<file path="config.mk">
export PLATFORM = sky130hd
export DESIGN_NAME = fifo_word_unpacker
export DESIGN_NICKNAME = d
export VERILOG_FILES = /design/src/rtl/unpack_pkg.sv /design/src/rtl/unpack_slice.sv /design/src/rtl/unpack_accum.sv /design/src/rtl/fifo_word_unpacker.sv
export SDC_FILE = /design/constraint.sdc
export NUM_CORES = 1
export LEC_CHECK = 0
export CAP_MARGIN = 15
export CORE_MARGIN = 1
export CORE_UTILIZATION = 70
export CTS_CLUSTER_SIZE = 12
export DETAILED_ROUTE_END_ITERATION = 10
export DONT_BUFFER_PORTS = 1
export GPL_TIMING_DRIVEN = 0
export HOLD_SLACK_MARGIN = 0.15
export PLACE_DENSITY_LB_ADDON = 0.2
export SLEW_MARGIN = 20
export SYNTH_ARGS = -nofsm -noshare
export SYNTH_HDL_FRONTEND = slang
export SYNTH_SLANG_ARGS = --single-unit
export TNS_END_PERCENT = 30
</file>
<file path="constraint.sdc">
create_clock -name clk_i -period 17.65 [get_ports clk_i]
set_clock_uncertainty 0.1 [all_clocks]
set_input_delay 3.53 -clock clk_i [delete_from_list [all_inputs] [get_ports clk_i]]
set_output_delay 3.53 -clock clk_i [all_outputs]
set_load 0.02 [all_outputs]
</file>
<file path="src/rtl/unpack_pkg.sv">
package unpack_pkg;
  localparam int unsigned ENTRY_W   = 32;
  localparam int unsigned VEC_W     = 10;
  localparam int unsigned NUM_VEC   = 4;
  localparam int unsigned SLICE_MAX = 8;
  localparam int unsigned VEC_PER_CFG = 2;
  localparam int unsigned CFG_W     = VEC_W * VEC_PER_CFG;
  localparam int unsigned IDX_W     = $clog2(ENTRY_W);
  localparam int unsigned CNT_W     = $clog2(ENTRY_W) + 1;
  localparam int unsigned LEN_W     = $clog2(SLICE_MAX);
  localparam int unsigned NB_W      = LEN_W + 1;
  localparam int unsigned VIDX_W    = $clog2(NUM_VEC);

  // field order matches the programmed bit layout, msb first
  typedef struct packed {
    logic [IDX_W-1:0] start;
    logic             dir;
    logic [LEN_W-1:0] len_m1;
    logic             stop;
  } pack_vec_t;
endpackage

</file>
<file path="src/rtl/unpack_slice.sv">
module unpack_slice
  import unpack_pkg::*;
(
  input  logic [ENTRY_W-1:0]   entry_i,
  input  pack_vec_t            vec_i,
  output logic [SLICE_MAX-1:0] slice_o,
  output logic [NB_W-1:0]      nbits_o
);
  logic [IDX_W-1:0] pos;

  // first bit taken lands in the most significant slice position
  always_comb begin
    slice_o = '0;
    pos     = '0;
    for (int k = 0; k < SLICE_MAX; k++) begin
      if (k <= int'(vec_i.len_m1)) begin
        pos     = vec_i.dir ? (vec_i.start - IDX_W'(k)) : (vec_i.start + IDX_W'(k));
        slice_o = {slice_o[SLICE_MAX-2:0], entry_i[pos]};
      end
    end
  end

  assign nbits_o = NB_W'(vec_i.len_m1) + NB_W'(1);
endmodule

</file>
<file path="src/rtl/unpack_accum.sv">
module unpack_accum
  import unpack_pkg::*;
(
  input  logic                 clk_i,
  input  logic                 rst_ni,
  input  logic                 step_i,
  input  logic [SLICE_MAX-1:0] slice_i,
  input  logic [NB_W-1:0]      nbits_i,
  input  logic [CNT_W-1:0]     bpw_i,
  output logic                 done_o,
  output logic [ENTRY_W-1:0]   word_o
);
  logic [ENTRY_W-1:0] acc_q;
  logic [CNT_W-1:0]   cnt_q;
  logic [CNT_W-1:0]   cnt_nxt;
  logic               full;

  assign word_o  = (acc_q << nbits_i) | ENTRY_W'(slice_i);
  assign cnt_nxt = cnt_q + CNT_W'(nbits_i);
  assign full    = cnt_nxt >= bpw_i;
  assign done_o  = step_i && full;

  always_ff @(posedge clk_i or negedge rst_ni) begin
    if (!rst_ni) begin
      acc_q <= '0;
      cnt_q <= '0;
    end else if (step_i) begin
      if (full) begin
        acc_q <= '0;
        cnt_q <= '0;
      end else begin
        acc_q <= word_o;
        cnt_q <= cnt_nxt;
      end
    end
  end
endmodule

</file>
<file path="src/rtl/fifo_word_unpacker.sv">
module fifo_word_unpacker
  import unpack_pkg::*;
(
  input  logic               clk_i,
  input  logic               rst_ni,
  input  logic [ENTRY_W-1:0] entry_i,
  input  logic               entry_valid_i,
  output logic               entry_ready_o,
  input  logic [CFG_W-1:0]   pack_cfg0_i,
  input  logic [CFG_W-1:0]   pack_cfg1_i,
  input  logic [CNT_W-1:0]   bpw_i,
  output logic [ENTRY_W-1:0] word_o,
  output logic               word_valid_o,
  input  logic               word_ready_i
);
  localparam int unsigned NUM_CFG = NUM_VEC / VEC_PER_CFG;

  logic [CFG_W-1:0]   cfg_w [NUM_CFG];
  pack_vec_t          vecs  [NUM_VEC];
  pack_vec_t          cur_vec;
  logic [ENTRY_W-1:0] ent_q;
  logic               ent_vld_q;
  logic [VIDX_W-1:0]  vec_idx_q;
  logic               out_vld_q;
  logic [ENTRY_W-1:0] out_q;
  logic               step, last;
  logic [SLICE_MAX-1:0] slice;
  logic [NB_W-1:0]    nbits;
  logic               done;
  logic [ENTRY_W-1:0] acc_word;

  assign cfg_w[0] = pack_cfg0_i;
  assign cfg_w[1] = pack_cfg1_i;

  for (genvar g = 0; g < NUM_VEC; g++) begin : g_vec
    assign vecs[g] = pack_vec_t'(cfg_w[g / VEC_PER_CFG][(g % VEC_PER_CFG) * VEC_W +: VEC_W]);
  end

  assign cur_vec       = vecs[vec_idx_q];
  assign last          = cur_vec.stop || (vec_idx_q == VIDX_W'(NUM_VEC - 1));
  assign step          = ent_vld_q && (!out_vld_q || word_ready_i);
  assign entry_ready_o = !ent_vld_q;

  unpack_slice u_slice (
    .entry_i (ent_q),
    .vec_i   (cur_vec),
    .slice_o (slice),
    .nbits_o (nbits)
  );

  unpack_accum u_accum (
    .clk_i   (clk_i),
    .rst_ni  (rst_ni),
    .step_i  (step),
    .slice_i (slice),
    .nbits_i (nbits),
    .bpw_i   (bpw_i),
    .done_o  (done),
    .word_o  (acc_word)
  );

  always_ff @(posedge clk_i or negedge rst_ni) begin
    if (!rst_ni) begin
      ent_q     <= '0;
      ent_vld_q <= 1'b0;
      vec_idx_q <= '0;
    end else begin
      if (!ent_vld_q && entry_valid_i) begin
        ent_q     <= entry_i;
        ent_vld_q <= 1'b1;
      end else if (step && last) begin
        ent_vld_q <= 1'b0;
      end
      if (step) vec_idx_q <= last ? '0 : vec_idx_q + VIDX_W'(1);
    end
  end

  always_ff @(posedge clk_i or negedge rst_ni) begin
    if (!rst_ni) begin
      out_vld_q <= 1'b0;
      out_q     <= '0;
    end else if (done) begin
      out_vld_q <= 1'b1;
      out_q     <= acc_word;
    end else if (word_ready_i) begin
      out_vld_q <= 1'b0;
    end
  end

  assign word_o       = out_q;
  assign word_valid_o = out_vld_q;
endmodule

</file>
### Word-level counts from Yosys, hierarchy flattened

Index checks and enable logic that the tools add are counted.

| cells by class | value |
|---|---|
| add/subtract/negate cells | 17 |
| $mul | 0 |
| div/mod/pow operators | 0 |
| magnitude comparators | 17 |
| equal/unequal tests | 1 |
| shift-type cells | 1 |
| multiplexer cells | 40 |
| bitwise operators | 2 |
| reductions and logical operators | 10 |

Operators by type and width:

| cell | count |
|---|---|
| 5-bit by 6-bit < comparator with 1-bit output, second input constant | 8 |
| 1-bit binary-select mux with 5-bit select | 8 |
| 5-bit two-way mux | 8 |
| 32-bit two-way mux | 1 |
| 32-bit by 8-bit bitwise OR with 32-bit output | 1 |
| 32-bit by 4-bit << shifter with 32-bit output | 1 |
| 5-bit by 3-bit adder with 5-bit output, second input constant | 4 |
| 10-bit binary-select mux with 2-bit select | 1 |
| 10-bit two-way mux | 2 |
| 5-bit by 3-bit subtractor with 5-bit output, second input constant | 4 |
| 3-bit <= comparator, first input constant | 4 |
| 1-bit two-way mux | 12 |
| 6-bit two-way mux | 2 |
| 5-bit by 2-bit adder with 5-bit output, second input constant | 2 |
| 5-bit by 2-bit subtractor with 5-bit output, second input constant | 2 |
| 8-bit two-way mux | 1 |
| 7-bit two-way mux | 1 |
| 6-bit by 4-bit adder with 6-bit output | 1 |
| 6-bit greater-or-equal comparator | 1 |
| 2-bit by 3-bit <= comparator with 1-bit output, first input constant | 2 |
| 5-bit by 1-bit adder with 5-bit output, second input constant | 1 |
| 5-bit by 1-bit subtractor with 5-bit output, second input constant | 1 |
| 3-bit by 1-bit adder with 4-bit output, second input constant | 1 |
| 1-bit logical AND | 4 |
| other kinds (11) | 15 |

| word-level totals | value |
|---|---|
| register bits | 106 |
| latch bits | 0 |
| memory bits (writable) | 0 |
| memory bits (read-only) | 0 |
| bits of input ports | 82 |
| logic and storage cells | 95 |
| memories kept | 0 |

### Longest topological paths before layout

Gate-level depths: netlist (run 1).

| depth | value |
|---|---|
| word-level depth | 17 |
| depth in mapped cells | 28 |
| mapped depth without buffers | 17 |

### Cells and area by module

A second synthesis (run 1) with hierarchy kept.

| second synthesis, totals | value |
|---|---|
| cell total of the unflattened synthesis | 808 |
| area, all modules | 9,108.7 um^2 |

By module, submodules not included:

| module | times used | cells an instance | area an instance (um^2) | seq. area each (um^2) |
|---|---|---|---|---|
| unpack_accum | 1 | 327 | 3,274.4 | 950.9 |
| fifo_word_unpacker | 1 | 171 | 2,989.1 | 1,701.6 |
| unpack_slice | 1 | 310 | 2,845.2 | 0.0 |

### Least setup slack after synthesis (run 1)

OpenSTA, ideal clock, no wires.

| path | value |
|---|---|
| path kind | input -> register |
| from | input pack_cfg0_i[11] |
| to | register out_q[10], in the netlist word_o[10] |
| library setup time | 0.065 ns |
| arrival | 8.707 ns |
| setup slack | 8.778 ns |
| cell stages on the path | 26 |
| path buffers | 9 |
| path through | mux4_2 > clkbuf_1 > buf_2 > buf_2 > buf_1 > ha_1 > clkbuf_1 > inv_1 > nor2_1 > nor2_1 > inv_1 > clkbuf_1 > buf_1 > ha_1 > a21oi_1 > xnor2_1 > ha_1 > nor2b_1 > o21ai_0 > nand2b_1 > a21o_1 > nand2_1 > clkbuf_1 > clkbuf_1 > nand2_1 > nand2_1 |

| on the way | value |
|---|---|
| word-level cells in the longest chain between the ends | 7 |

RTL lines:

| item | RTL line | text |
|---|---|---|
| from (decl) | fifo_word_unpacker.sv:9 | `input logic [CFG_W-1:0] pack_cfg0_i,` |
| 10-bit binary-select mux with 2-bit select (*) | fifo_word_unpacker.sv:39 | `assign cur_vec = vecs[vec_idx_q];` |
| 10-bit two-way mux (not written as such) (*) (2 in series) | fifo_word_unpacker.sv:39 |  |
| 3-bit by 1-bit adder with 4-bit output (*) | unpack_slice.sv:23 | `assign nbits_o = NB_W'(vec_i.len_m1) + NB_W'(1);` |
| 6-bit by 4-bit adder with 6-bit output | unpack_accum.sv:19 | `assign cnt_nxt = cnt_q + CNT_W'(nbits_i);` |
| 6-bit greater-or-equal comparator | unpack_accum.sv:20 | `assign full = cnt_nxt >= bpw_i;` |
| 1-bit logical AND | unpack_accum.sv:21 | `assign done_o = step_i && full;` |
| to (signal assigned) | fifo_word_unpacker.sv:84 | `out_q <= acc_word;` |
| to (decl) | fifo_word_unpacker.sv:25 | `logic [ENTRY_W-1:0] out_q;` |

Every way passes the cells marked *; elsewhere a longest branch is shown, timed or not. The select of a mux whose other input is x is not followed.
A chain may end at the register's enable or synchronous reset.

### Worst setup path in the final report (run 1)

| path | value |
|---|---|
| from | input pack_cfg0_i[11] |
| to | register out_q[16], in the netlist word_o[16] |

Same word-level chain as after synthesis.

==> results.tsv, run 1 <==
metric	value	unit
grt_max_degree	107	
port_buffers	0	
synth_cell_types	81	
setup_ws	7.24	ns
outcome	finished clean	
insertion_delay	0.37	ns
clockBufferDepth	2	
ys.flop_type	dfrtp_1	
synth_edf_count	0	
synth-seq-area-share	28.3	%
area_growth	5.57	%
yosysWarnings	0	
postCtsHoldBufs	0	
post-cts-setup-buffer-count	0	
grt_pass1_wl	44800	microns
critical_path_arrival	10.61	ns
place_congestion	1.03	
max_stage_delay	0.70	ns
min-delay-start	u_accum.cnt_q[2]	
drv_cap	0	
utilization	77.1	%
setup_viol	0	
min_to	u_accum.cnt_q[2]	
htreeDepth	3	
antenna_found_initial	1	
synth_area_leaders	dfrtp_1 28%, mux2i_1 18%, nand2_1 6.3%, mux4_2 6.0%, mux2_2 4.2%	
drt-initial-drc-count	1193	
grt_overflow_total	0	
fin_nets	1134	
cp.required	17.85	ns
path_class	input pin to flop	
die_area	13900	sq um
synthesis.nets	1123	
reg2reg_from	vec_idx_q[1]	
final_cell_mix	170 x mux2i_1, 158 x nand2_1, 106 x dfrtp_1	
relSlewSlack	37.2	%
rrSetupSlack	9.46	ns
critPathCaptureType	flop	
slew_viol_final	0	
detail-route-antenna-nets	0	
core-area	12800	sq um
pin_count	116	
postPlaceCellArea	9580	sq um
layout-drive-gt1-share	10.9	%
worstSetupStartpointType	input pin	
hold_viol_final	0	
cts_buffers	9	
num_vias	8628	
nFillCells	911	
cpMaxStageDelayCell	buf_1	
clk_pin_slew_worst_paths	0.08	ns
rr_endpoint	word_o[16]	
max_freq	0.0961	GHz
start_util	73.1	%
avgSynthCellArea	9.22	sq um
synth_top_area_cell	dfrtp_1	
drc	0	
post-route-period-util	59.0	%
routedWlPerCell	23.4	microns
synth-async-reset-ratio	100	%
netlist_area	9370	sq um
multi_input_area	6230	sq um
r2r_cells	28	
yosysTopAreaCellShare	28.3	%
track_usage	41.6	%
worstHoldPathCells	2	
mostFrequentLayoutCell	mux2i_1	
hp-class	flop to flop	
layout_min_cycle_time	10.41	ns
seq_area	2650	sq um
finalWirelength	28200	microns
grt_pass1_vias	8348	
tritoncts	built	
syn_inst	1016	
tightest_slew	0.935	ns
vias_per_cell	7.16	
fin_area	9890	sq um
pre_cts_ws	7.07	ns
drt_first_pass_iters	6	
cpMostUsedCell	clkbuf_1	
hpwl	21200	microns
rsz0062_at_grt	no	
setup_tns	0	ns
cts.sinks	106	
die_y	118	microns
root_buffer	clkbuf_16	
critPathLaunch	pack_cfg0_i[11]	
die_w	118	microns
fp-row-count	41	
critPathMaxFanout	10	
ys_ff_latch	106	
postCtsResizedCells	0	
## worst max path at each step
stage,to,slack [ns]
3_5_place_dp,word_o[9],7.07
5_1_grt,word_o[16],6.77
3_3_place_gp,word_o[25],7.24
2_1_floorplan,word_o[10],8.78
4_1_cts,word_o[9],7.42
6_report,word_o[16],7.24
## layer usage
layer,vias up,track usage (%),share of wire (%)
met5,-,0,0
li1,3751,-,-
met4,0,15.9,3.5
met3,113,12.4,14
met2,675,61.0,42
met1,4089,58.0,40
## cell type report
class                      count  area share [%]
antenna                        1          0.0253
buffer                        69            3.55
clock buffer                  10            2.42
clock inverter                 6           0.645
inverter                      35            1.38
multi-input combinational    806            63.0
sequential                   106            26.8
tap                          172            2.18
## sequential cells by signal, indices dropped and copies added, names as in the netlist
name and cells:
ent_vld_q 1, word_o 32, u_accum.cnt_q 6, u_accum.acc_q 32
ent_q 32, word_valid_o 1, vec_idx_q 2
## synth_stat cells (all sizes together) (3+ instances only)
library cell / n
a2111oi: 8
a211oi: 13
a21boi: 4
a21o: 9
a21oi: 46
a22o: 22
a311oi: 3
a31oi: 9
a32oi: 5
and2: 7
and3: 7
buf: 30
clkbuf: 39
dfrtp: 106
fa: 6
ha: 19
inv: 34
mux2: 37
mux2i: 170
mux4: 27
nand2: 158
nand2b: 10
nand3: 12
nand3b: 4
nor2: 55
nor2b: 12
nor3: 13
nor3b: 4
nor4: 4
o2111ai: 4
o211ai: 5
o21ai: 46
o221ai: 5
o22ai: 6
o31ai: 11
o32ai: 4
or2: 7
xnor2: 12
xor2: 9
## metrics by stage
step,hold WS (ns),std cells
floorplan,0.355,1016
global placement,0.372,1188
detailed placement,0.380,1188
CTS,0.397,1204
global route,0.410,1205
finish,0.395,1205
## cells by family (layout without fill, tap and decap cells)
| kind of cell | count (synthesis) | count (layout) | synth area share (%) |
|---|---|---|---|
| buffers and inverters | 104 | 120 | 5.21 |
| xor gates and xnor gates | 22 | 22 | 2.40 |
| AOI/OAI and AO/OA | 219 | 219 | 16.1 |
| DFF | 106 | 106 | 28.3 |
| other | 0 | 1 | 0 |
| and+or+nand+nor | 306 | 306 | 14.9 |
| adders and majority gates | 25 | 25 | 3.82 |
| muxes | 234 | 234 | 29.3 |
## worst max-delay path, delay by kind of cell
family,cells,cell delay (ns)
adder cells (fa/ha/maj),3,0.92
buffers and inverters,11,4.09
AND/OR/NAND/NOR,7,0.87
AO/OA/AOI/OAI,3,0.78
multiplexers,1,0.21
XOR/XNOR,1,0.18
Power of run 1 is left out: the tool's default activity adds up to more than one toggle a clock period on the data nets, which glitch-free logic cannot reach.
==> run 2, diff against run 1 <==
- CORE_UTILIZATION: 70 -> 66
- clock period: 17.65 -> 9.6 ns (I/O delays scaled with it)
==> run 2 against run 1 <==
Against the previous run:
- worst hold slack got worse by 0.0019 ns
- setup slack worse by 6.5 ns
- design area grew 0.40%
- critical endpoint is now word_o[12]
==> results.tsv, run 2 (synthesis results as in run 1) <==
metric	value	unit
wl_met1	11700	microns
layout-drive-gt1-share	10.9	%
grt_max_degree	107	
place_congestion	0.998	
num_vias	8371	
antenna_found_initial	4	
critical_path_arrival	9.01	ns
grt_pass1_vias	7979	
final_cell_mix	170 x mux2i_1, 158 x nand2_1, 106 x dfrtp_1	
cp.required	9.79	ns
post-route-period-util	91.8	%
met2WireLength	11900	microns
hold_viol_final	0	
rr_endpoint	word_o[12]	
drt_first_pass_iters	6	
worstSetupStartpointType	input pin	
drc	0	
hpwl	21000	microns
layoutNonFillerInstCount	1215	
core-area	13900	sq um
critPathMaxFanout	10	
max_freq	0.113	GHz
vias_per_cell	6.89	
clk_pin_slew_worst_paths	0.07	ns
grt_overflow_total	0	
min-delay-start	u_accum.cnt_q[0]	
rsz0062_at_grt	no	
setup_viol	0	
path_class	input pin to flop	
track_usage	39.4	%
cts.sinks	106	
drv_cap	0	
multi_input_area	6230	sq um
dp_cells	1196	
fin_nets	1134	
die_w	121	microns
fp-row-count	43	
area_growth	6.00	%
drt-initial-drc-count	989	
finalWirelength	27800	microns
postCtsHoldBufs	0	
mostFrequentLayoutCell	mux2i_1	
port_buffers	0	
reg2reg_from	vec_idx_q[1]	
clockBufferDepth	2	
start_util	67.5	%
slew_viol_final	0	
critPathCaptureType	flop	
pin_count	116	
routed-wl-met3	3420	microns
outcome	finished clean	
tritoncts	built	
layout_min_cycle_time	8.81	ns
nFillCells	1049	
routedWlPerCell	22.9	microns
insertion_delay	0.36	ns
hp-class	flop to flop	
htreeDepth	3	
seq_area	2650	sq um
die_y	121	microns
postCtsResizedCells	0	
cts_buffers	9	
grt_pass1_wl	43700	microns
worstHoldPathCells	2	
r2r_cells	28	
detail-route-antenna-nets	0	
die_area	14700	sq um
rrSetupSlack	1.45	ns
root_buffer	clkbuf_16	
setup_tns	0	ns
tightest_slew	0.915	ns
highest_layer	met5	
post-cts-setup-buffer-count	0	
relSlewSlack	38.6	%
min_to	u_accum.cnt_q[0]	
## run 2: cell types whose count changed in the layout (fill, tap and decap cells not counted), sizes merged
cell    before  now
bufinv       0    2
clkbuf      49   50
diode        1    3
inv         38   35
## run 2: area by class of cell
cell class,count,area share (%)
antenna,3,0.0756
buffer,69,3.54
clock buffer,11,2.44
clock inverter,5,0.857
inverter,35,1.37
multi-input combinational,806,62.7
sequential,106,26.7
tap,180,2.27
## run 2: critical path, stage by stage
cell	delay, ns
mux4_2	0.22
clkbuf_1	0.26
buf_2	0.35
buf_2	0.38
buf_1	0.61
ha_1	0.25
clkbuf_1	0.36
inv_1	0.22
nor2_1	0.19
nor2_1	0.12
inv_1	0.08
clkbuf_1	0.40
buf_1	0.55
ha_1	0.39
a21oi_1	0.27
xnor2_1	0.18
ha_1	0.25
nor2b_1	0.12
o21ai_0	0.16
nand2b_1	0.11
a21o_1	0.32
nand2_1	0.12
clkbuf_1	0.48
clkbuf_1	0.43
nand2_1	0.13
nand2_1	0.10
## run 2: metal layers
metal | up-vias | global-route usage [%]
met2 | 547 | 57.2
met4 | 2 | 13.6
li1 | 3763 | -
met1 | 3982 | 55.9
met3 | 77 | 11.4
met5 | - | 0
## run 2: how the worst max path moves through the flow
| stage | startpoint | depth (start not counted) | end |
|---|---|---|---|
| 2_1_floorplan | pack_cfg0_i[11] | 26 | word_o[10] |
| 3_3_place_gp | pack_cfg0_i[11] | 26 | word_o[27] |
| 3_5_place_dp | pack_cfg0_i[11] | 26 | word_o[12] |
| 4_1_cts | pack_cfg0_i[11] | 26 | word_o[12] |
| 5_1_grt | pack_cfg0_i[11] | 26 | word_o[12] |
| 6_report | pack_cfg0_i[11] | 26 | word_o[12] |
## run 2: stage by stage
stage,util (%),worst slack [ns],cell area (sq um),hold WS [ns]
final,71.5,0.788,9930,0.393
after CTS,71.5,0.969,9920,0.393
after global routing,71.5,0.428,9930,0.425
after detailed placement,69.1,0.683,9590,0.377
after global placement,69.1,0.816,9590,0.365
after floorplan,-,2.34,9370,0.355
Power of run 2 is left out for the same reason.
==> run 3, diff against run 2 <==
- ABC_AREA: default -> 1
- CORE_UTILIZATION: 66 -> 65
==> run 3 against run 2 <==
Against the previous run:
- fmax rose by 20%
- flip-flop and latch count did not move
- non-clock buffer count fell by 5
- setup slack improved by 1.5 ns
- synthesized cell count rose by 21%
- via count rose by 2.2%
- largest cell class unchanged
==> results.tsv, run 3 <==
metric	value	unit
grt_pass1_wl	39000	microns
setup_tns	0	ns
grt_max_degree	107	
synth_edf_count	0	
max_freq	0.137	GHz
reg2reg_from	vec_idx_q[0]	
grt_pass1_vias	7667	
synthesis.nets	1332	
postPlaceCellArea	8470	sq um
mostFrequentLayoutCell	nand2_1	
critical_path_arrival	7.45	ns
finalWirelength	24700	microns
yosysTopAreaCellShare	32.1	%
drv_cap	0	
htreeDepth	3	
synth_top_area_cell	dfrtp_1	
hp-class	flop to flop	
netlist_area	8260	sq um
die_area	13200	sq um
fin_area	8780	sq um
cts.sinks	106	
worstSetupStartpointType	input pin	
antenna_found_initial	0	
synth-seq-area-share	32.1	%
syn_inst	1225	
place_congestion	0.988	
outcome	finished clean	
tightest_slew	0.786	ns
rrSetupSlack	3.00	ns
final_cell_mix	325 x nand2_1, 224 x nand3_1, 125 x inv_1	
routedWlPerCell	17.5	microns
die_y	115	microns
drt_first_pass_iters	6	
post-route-period-util	76.3	%
relSlewSlack	47.2	%
insertion_delay	0.37	ns
path_class	input pin to flop	
pin_count	116	
postCtsResizedCells	0	
use_met3	12.4	%
critPathCaptureType	flop	
fp-row-count	40	
core-area	12200	sq um
rsz0062_at_grt	no	
grt_overflow_total	0	
busiest_layer	met2	
dp_cells	1393	
fin_nets	1343	
slew_viol_final	0	
min_to	u_accum.acc_q[6]	
layout-drive-gt1-share	6.04	%
cp.required	9.73	ns
min-delay-start	u_accum.acc_q[6]	
postCtsHoldBufs	0	
root_buffer	clkbuf_16	
detail-route-antenna-nets	0	
clockBufferDepth	2	
track_usage	38.6	%
synth_cell_types	49	
gr-usage-met2	56.1	%
avgSynthCellArea	6.74	sq um
met1_usage	55.0	%
hpwl	18900	microns
layout_min_cycle_time	7.32	ns
rr_endpoint	word_valid_o	
ys.flop_type	dfrtp_1	
num_vias	8554	
critPathMaxFanout	12	
hold_viol_final	0	
port_buffers	0	
drt-initial-drc-count	902	
antenna_cells	0	
area_growth	6.33	%
vias_per_cell	6.07	
clk_pin_slew_worst_paths	0.07	ns
post-cts-setup-buffer-count	0	
die_w	115	microns
synth_area_leaders	dfrtp_1 32%, nand2_1 15%, nand3_1 14%, o21ai_0 6.5%, inv_1 5.7%	
ys_ff_latch	106	
synthTopCellsByCount	325 x nand2_1, 224 x nand3_1, 125 x inv_1, 107 x o21ai_0, 106 x dfrtp_1	
drc	0	
yosysWarnings	0	
tritoncts	built	
synth-async-reset-ratio	100	%
r2r_cells	26	
start_util	67.6	%
cts_buffers	9	
setup_viol	0	
worstHoldPathCells	2	
yosysMostFrequentCell	nand2_1	
layoutNonFillerInstCount	1409	
[run 3: cell types whose count changed after synthesis, sizes merged, moves of 11 or more]
cell and delta:
mux4 -27, mux2 -36, o22ai +20, inv +100
nand3 +217, nor2b -12, a22o -21, mux2i -156
nand2 +175, o21ai +76, o21a +12, nor3 -11
[run 3: area by class of cell]
| type | instances | area [sq um] |
|---|---|---|
| flip-flops and latches | 106 | 2650 |
| multi-input cells | 919 | 4760 |
| clock buffers | 12 | 256 |
| plain buffers | 64 | 339 |
| fillers | 1084 | 3430 |
| inverters | 136 | 510 |
| clock inverters | 4 | 56.3 |
| well taps | 168 | 210 |
[run 3: worst max-delay path by stage]
| stage | cells past startpoint | slack (ns) | start | end |
|---|---|---|---|---|
| after floorplan | 23 | 3.54 | pack_cfg0_i[11] | word_valid_o |
| after global placement | 23 | 2.15 | pack_cfg0_i[11] | word_valid_o |
| after detailed placement | 21 | 2.08 | pack_cfg0_i[11] | word_valid_o |
| after CTS | 23 | 2.46 | pack_cfg0_i[11] | word_valid_o |
| after global routing | 23 | 1.95 | pack_cfg1_i[11] | word_valid_o |
| final | 23 | 2.28 | pack_cfg0_i[11] | word_valid_o |
[run 3: logic make-up after synthesis]
group | Yosys count | synth area share, %
multiplexers | 15 | 1.83
AND/OR/NAND/NOR | 630 | 33.7
XOR/XNOR | 16 | 1.79
flip-flops | 106 | 32.1
AO/OA/AOI/OAI | 233 | 15.9
adder cells (fa/ha/maj) | 25 | 4.33
buffers and inverters | 200 | 10.3
[run 3: metal layers]
metal / wire [microns] / vias to the layer above / part of all wire, %
met5: 0 / - / 0
met4: 525 / 0 / 2.1
met3: 2990 / 45 / 12
met2: 10200 / 503 / 41
met1: 11000 / 3903 / 44
li1: - / 4103 / -
[run 3: worst max-delay path, stage by stage]
cell and delay [ns]:
nand2_1 0.04, nand3_1 0.07, nand2_1 0.15, clkbuf_1 0.46, buf_2 0.36, ha_1 0.21
clkbuf_1 0.45, clkinv_1 0.32, clkbuf_1 0.36, fa_1 0.62, inv_1 0.05, ha_1 0.26
inv_1 0.05, a21oi_1 0.03, o21a_1 0.16, o21a_1 0.16, o21a_1 0.17, o21ai_0 0.18
nand2_1 0.13, nand2_1 0.18, clkbuf_1 0.53, clkbuf_1 0.41, o21ai_0 0.16
[run 3: stage by stage]
stage          util, %  hold WS, ns  setup slack [ns]
2_1_floorplan        -        0.349              3.54
3_3_place_gp      69.4        0.362              2.15
3_5_place_dp      69.4        0.376              2.08
4_1_cts           71.9        0.395              2.46
5_1_grt           71.9        0.424              1.95
6_report          71.9        0.403              2.28
Power of run 3 is left out for the same reason.
